==> src/rtl/lsusb_tx_pkg.sv <==
package lsusb_tx_pkg;
  typedef enum logic [2:0] {
    ST_IDLE,
    ST_PRE,
    ST_BIT,
    ST_SE0,
    ST_EOPJ
  } tx_state_e;

  localparam logic [7:0] SYNC_BYTE = 8'h80;
endpackage

==> src/rtl/lsusb_bit_timer.sv <==
module lsusb_bit_timer #(
  parameter int CNT_MAX = 22,
  localparam int TW = $clog2(CNT_MAX + 1)
) (
  input  logic          clk_i,
  input  logic          rst_ni,
  input  logic          clr_i,
  output logic [TW-1:0] cnt_o
);
  always_ff @(posedge clk_i or negedge rst_ni) begin
    if (!rst_ni)     cnt_o <= '0;
    else if (clr_i)  cnt_o <= '0;
    else             cnt_o <= cnt_o + TW'(1);
  end
endmodule

==> src/rtl/lsusb_nrzi.sv <==
module lsusb_nrzi #(
  parameter int STUFF_RUN = 6,
  localparam int OW = $clog2(STUFF_RUN + 1)
) (
  input  logic clk_i,
  input  logic rst_ni,
  input  logic init_i,
  input  logic adv_i,
  input  logic bit_i,
  output logic level_o,     // 1 = J, 0 = K
  output logic stuff_due_o
);
  logic [OW-1:0] ones_q;

  assign stuff_due_o = (ones_q == OW'(STUFF_RUN));

  always_ff @(posedge clk_i or negedge rst_ni) begin
    if (!rst_ni) begin
      level_o <= 1'b1;
      ones_q  <= '0;
    end else if (init_i) begin
      level_o <= 1'b1;
      ones_q  <= '0;
    end else if (adv_i) begin
      if (stuff_due_o || !bit_i) begin
        level_o <= ~level_o;
        ones_q  <= '0;
      end else begin
        ones_q  <= ones_q + OW'(1);
      end
    end
  end
endmodule

==> src/rtl/lsusb_tx.sv <==
module lsusb_tx
  import lsusb_tx_pkg::*;
#(
  parameter int BIT_CLKS     = 11,
  parameter int CNT_W        = 4,
  parameter int ADDR_W       = 7,
  parameter int STUFF_RUN    = 6,
  parameter int EOP_SE0_BITS = 2
) (
  input  logic              clk_i,
  input  logic              rst_ni,
  input  logic              start_i,
  input  logic [CNT_W-1:0]  byte_cnt_i,
  output logic [CNT_W-1:0]  byte_idx_o,
  output logic              byte_req_o,
  input  logic [7:0]        byte_data_i,
  input  logic [ADDR_W-1:0] addr_pend_i,
  output logic [ADDR_W-1:0] addr_o,
  output logic              dp_o,
  output logic              dm_o,
  output logic              oe_o,
  output logic              done_o
);
  localparam int SE0_CLKS = BIT_CLKS * EOP_SE0_BITS;
  localparam int TW       = $clog2(SE0_CLKS + 1);

  tx_state_e        st_q;
  logic [7:0]       sh_q;
  logic [2:0]       bitn_q;
  logic [CNT_W-1:0] left_q;
  logic [CNT_W-1:0] idx_q;
  logic             last_q;
  logic [TW-1:0]    tcnt;
  logic             level, stuff_due;

  logic bit_end, se0_end, boundary, consume, load, to_se0, tmr_clr, accept;

  assign accept   = (st_q == ST_IDLE) && start_i;
  assign bit_end  = (tcnt == TW'(BIT_CLKS - 1));
  assign se0_end  = (tcnt == TW'(SE0_CLKS - 1));
  assign boundary = (st_q == ST_PRE) || ((st_q == ST_BIT) && bit_end);
  assign to_se0   = boundary && last_q && !stuff_due;
  assign consume  = boundary && !stuff_due && !last_q;
  assign load     = consume && (bitn_q == 3'd7) && (left_q != '0);
  assign tmr_clr  = (st_q == ST_IDLE) || (st_q == ST_PRE) || boundary
                  || ((st_q == ST_SE0) && se0_end)
                  || ((st_q == ST_EOPJ) && bit_end);

  assign byte_idx_o = idx_q;
  assign byte_req_o = load;

  lsusb_bit_timer #(.CNT_MAX(SE0_CLKS)) u_timer (
    .clk_i  (clk_i),
    .rst_ni (rst_ni),
    .clr_i  (tmr_clr),
    .cnt_o  (tcnt)
  );

  lsusb_nrzi #(.STUFF_RUN(STUFF_RUN)) u_nrzi (
    .clk_i       (clk_i),
    .rst_ni      (rst_ni),
    .init_i      (accept),
    .adv_i       (boundary && !to_se0),
    .bit_i       (sh_q[0]),
    .level_o     (level),
    .stuff_due_o (stuff_due)
  );

  always_ff @(posedge clk_i or negedge rst_ni) begin
    if (!rst_ni) begin
      st_q   <= ST_IDLE;
      sh_q   <= '0;
      bitn_q <= '0;
      left_q <= '0;
      idx_q  <= '0;
      last_q <= 1'b0;
      done_o <= 1'b0;
      addr_o <= '0;
    end else begin
      done_o <= 1'b0;
      unique case (st_q)
        ST_IDLE: if (start_i) begin
          st_q   <= ST_PRE;
          sh_q   <= SYNC_BYTE;
          bitn_q <= '0;
          left_q <= byte_cnt_i - CNT_W'(1);
          idx_q  <= CNT_W'(1);
          last_q <= 1'b0;
        end
        ST_PRE, ST_BIT: begin
          if (st_q == ST_PRE) st_q <= ST_BIT;
          if (to_se0) st_q <= ST_SE0;
          if (consume) begin
            bitn_q <= bitn_q + 3'd1;
            if (bitn_q != 3'd7) begin
              sh_q <= {1'b0, sh_q[7:1]};
            end else if (left_q != '0) begin
              sh_q   <= byte_data_i;
              left_q <= left_q - CNT_W'(1);
              idx_q  <= idx_q + CNT_W'(1);
            end else begin
              last_q <= 1'b1;
            end
          end
        end
        ST_SE0: if (se0_end) st_q <= ST_EOPJ;
        ST_EOPJ: if (bit_end) begin
          st_q   <= ST_IDLE;
          done_o <= 1'b1;
          if (addr_pend_i != '0) addr_o <= addr_pend_i;
        end
        default: st_q <= ST_IDLE;
      endcase
    end
  end

  always_comb begin
    oe_o = 1'b0;
    dp_o = 1'b0;
    dm_o = 1'b0;
    unique case (st_q)
      ST_PRE:  dm_o = 1'b1;
      ST_BIT:  begin oe_o = 1'b1; dp_o = ~level; dm_o = level; end
      ST_SE0:  oe_o = 1'b1;
      ST_EOPJ: begin oe_o = 1'b1; dm_o = 1'b1; end
      default: ;
    endcase
  end
endmodule

==> config.mk <==
export PLATFORM = sky130hd
export DESIGN_NAME = lsusb_tx
export DESIGN_NICKNAME = d
export VERILOG_FILES = /design/src/rtl/lsusb_tx_pkg.sv /design/src/rtl/lsusb_bit_timer.sv /design/src/rtl/lsusb_nrzi.sv /design/src/rtl/lsusb_tx.sv
export SDC_FILE = /design/constraint.sdc
export NUM_CORES = 1
export LEC_CHECK = 0
export ABC_AREA = 1
export BUFFER_PORTS_ARGS = -buffer_cell sky130_fd_sc_hd__buf_2
export CAP_MARGIN = 10
export CELL_PAD_IN_SITES_DETAIL_PLACEMENT = 0
export CELL_PAD_IN_SITES_GLOBAL_PLACEMENT = 1
export CORE_AREA = 2 2 85 87
export DETAILED_ROUTE_END_ITERATION = 6
export DIE_AREA = 0 0 87 89
export PLACE_DENSITY_LB_ADDON = 0.1
export SLEW_MARGIN = 20
export SYNTH_ARGS = -nofsm -noshare
export SYNTH_HDL_FRONTEND = slang
export SYNTH_HIERARCHICAL = 1
export SYNTH_SLANG_ARGS = --single-unit
==> constraint.sdc <==
create_clock -name clk_i -period 5.2 [get_ports clk_i]
set_clock_uncertainty 0.1 [all_clocks]
set_input_delay 0.26 -clock clk_i [delete_from_list [all_inputs] [get_ports clk_i]]
set_output_delay 0.26 -clock clk_i [all_outputs]
set_load 0.01 [all_outputs]
==> impl_metrics.env <==
export IMPL_status="finished clean"
export IMPL_synth_nets=327
export IMPL_crit_family="simple AND/OR/NAND/NOR gates"
export IMPL_fin_tns_setup_ps=0
export IMPL_cts_repair_resize_count=0
export IMPL_cts_hold_buf=0
export IMPL_ys_ff_latch=40
export IMPL_nets=366
export IMPL_power_internal_uw=753
export IMPL_die_h_microns=89
export IMPL_fin_hold_ws_ps=5.13
export IMPL_period_share=0.403
export IMPL_rrSetupSlack_ps=3170
export IMPL_synth_xor_area_frac=0.0113
export IMPL_cts_setup_buffers=0
export IMPL_slowest_delay_ps=420
export IMPL_antenna_found_initial=0
export IMPL_hpwl_microns=3560
export IMPL_max_cap_violations=0
export IMPL_worstSetupStartpointType="register"
export IMPL_grt_busiest_layer="met2"
export IMPL_vias=1877
export IMPL_area_growth_pct=16.0
export IMPL_relSlewSlack=0.374
export IMPL_vias_per_cell=4.49
export IMPL_use_met3=0.0305
export IMPL_io_pins=38
export IMPL_ys_types=28
export IMPL_netlist_area_sq_um=2320
export IMPL_start_util=0.345
export IMPL_fillers=707
export IMPL_p_switching_uw=578
export IMPL_cts_root_buffer="clkbuf_8"
export IMPL_hold_class="in2async"
export IMPL_clkLatencyLatePin_ps=290
export IMPL_synth_seq_area_share=0.433
export IMPL_portBuffers=37
export IMPL_cts_buffer_depth=2
export IMPL_synth_compound_area_share=0.0983
export IMPL_met2_usage=0.226
export IMPL_gp_congestion=0.730
export IMPL_core_area_sq_um=6720
export IMPL_diodes=0
export IMPL_hold_viol_final=0
export IMPL_clkPwrFrac=0.207
export IMPL_routed_wl_microns=4830
export IMPL_yosys_warnings=6
export IMPL_grt_max_degree=41
export IMPL_initialDrtViolationCount=57
export IMPL_period_minus_slack_ps=2100
export IMPL_cp_required_ps=4840
export IMPL_critPathBufInv=2
export IMPL_arrival_ps=1740
export IMPL_critPathCaptureType="output port"
export IMPL_crit_fanout=21
export IMPL_num_rows=30
export IMPL_finalSetupViolCount=0
export IMPL_crit_type="reg2out"
export IMPL_rsz0062_at_grt="no"
export IMPL_cts_tree="done"
export IMPL_final_max_slew_viol_count=0
export IMPL_syn_avg_cell_area_sq_um=7.77
export IMPL_vdd_drop_max_uv=189
export IMPL_p_seq_frac=0.340
export IMPL_grt_met1_usage=0.191
export IMPL_overflow=0
export IMPL_yosys_area_share_simple=0.325
export IMPL_clock_sinks=40
export IMPL_clk_pin_slew_ps=90
export IMPL_netSwitchingFraction=0.434
export IMPL_total_power_mw=1.33
export IMPL_grt_pass1_vias=1816
export IMPL_grt_pass1_wl_microns=8540
export IMPL_drt_wirelength_per_cell_microns=11.6
export IMPL_cpMaxStageDelayCell="dfrtp_1"
export IMPL_p_leak_nw=1.46
export IMPL_p_comb_frac=0.453
export IMPL_layout_drive_gt1_share=0.234
export IMPL_synthMuxAreaShare=0
export IMPL_power_density_nw_per_um2=495
export IMPL_max_freq_mhz=477
export IMPL_antenna_left=0
export IMPL_htree_num_levels=2
export IMPL_drc_errors=0
export IMPL_dr_pass1_iters=4
export IMPL_die_w_microns=87
export IMPL_synth_adder_area_share=0.0378
export IMPL_grtUsageTotal=0.140
export IMPL_numCtsBuffers=5
export IMPL_synthCells=298
export IMPL_synth_top_family_by_area="simple AND/OR/NAND/NOR gates"
export IMPL_tightestPinTransition_ps=939
export IMPL_die_area_sq_um=7740
export IMPL_cp_cell_sequence="inv_2, nand3_4, nand2_4, nand4_2, nor2_1, buf_2"
[cell usage in the layout, fill, tap and decap left out]
cell,n
buf_2,37
o21ai_1,6
inv_2,7
nand4_2,2
nand3_2,2
o21ai_2,11
and3_1,1
inv_1,39
o41ai_4,1
nand3_4,3
dfstp_2,1
xor2_1,1
nor2_4,2
clkinv_4,1
nor2_1,20
xnor2_1,2
nand2_1,110
dfrtp_1,39
a21oi_1,6
clkbuf_8,6
nand2_4,3
nand3_1,10
o21ai_0,11
nor2_2,1
bufinv_16,1
nand2_2,1
nand4_1,6
nor3_1,1
ha_1,7
[registers in the layout, indices dropped and copies added, names as in the netlist]
register / flops
u_nrzi/level_o: 1
st_q: 3
left_q: 4
byte_idx_o: 4
last_q: 1
bitn_q: 3
u_timer/cnt_o: 5
done_o: 1
u_nrzi/ones_q: 3
addr_o: 7
sh_q: 8
[path summary, 6_finish.rpt]
kind | start | to | depth (start not counted)
worst max-delay path | st_q[2] | byte_req_o | 6
worst min-delay path | rst_ni | st_q[2] | 1
worst max register to register | bitn_q[0] | sh_q[4] | 8
worst min register to register | addr_o[4] | addr_o[4] | 2
max in group asynchronous | rst_ni | u_timer/cnt_o[0] | 1
min in group clk_i | addr_pend_i[4] | addr_o[4] | 3
[logic make-up after synthesis]
group	Yosys count
adders and majority gates	7
buffers and inverters	51
xor gates and xnor gates	3
DFF	40
AOI/OAI and AO/OA	35
and+or+nand+nor	162
[cell usage after synthesis (all sizes together)]
| library cell | n | share of area |
|---|---|---|
| nand2 | 114 | 0.20 |
| inv | 46 | 0.075 |
| dfrtp | 39 | 0.42 |
| o21ai | 28 | 0.078 |
| nor2 | 23 | 0.045 |
| nand3 | 15 | 0.053 |
| nand4 | 8 | 0.027 |
| ha | 7 | 0.038 |
| a21oi | 6 | 0.013 |
| buf | 5 | 0.020 |
| xnor2 | 2 | 0.0076 |
| and3 | 1 | 0.0027 |
| dfstp | 1 | 0.011 |
| nor3 | 1 | 0.0022 |
| o41ai | 1 | 0.0070 |
| xor2 | 1 | 0.0038 |
[cell type report]
type                            count  area (sq um)  share of cell area
Clock buffer                        6          82.6              0.0307
Clock inverter                      2          38.8              0.0144
Inverter                           46           173              0.0642
Multi-Input combinational cell    207          1110               0.412
Sequential cell                    40          1000               0.373
Tap cell                           80           100              0.0372
Timing Repair Buffer               37           185              0.0689
[per-layer routing]
metal,wire [microns],part of all wire,up-vias
met5,0,0,-
met4,63,0.013,0
met3,209,0.043,6
met2,2130,0.44,36
met1,2420,0.50,832
li1,-,-,1003
[power by group through the flow]
stage               Sequential [mW]  Clock, mW  Combinational, mW
floorplan                     0.450          0              0.511
global route                  0.466      0.298              0.700
global placement              0.460          0              0.619
detailed placement            0.460          0              0.618
CTS                           0.454      0.287              0.620
finish                        0.453      0.276              0.602
[per-stage QoR]
step / instance area (sq um) / utilization / instances / setup slack [ps]
3_5_place_dp: 2550 / 0.380 / 410 / 3130
6_report: 2690 / 0.400 / 418 / 3100
3_3_place_gp: 2550 / 0.380 / 410 / 3210
4_1_cts: 2680 / 0.398 / 418 / 3070
2_1_floorplan: 2320 / - / 298 / 3350
5_1_grt: 2690 / 0.400 / 418 / 2950
No activity file was read; power rests on OpenSTA's default activity.
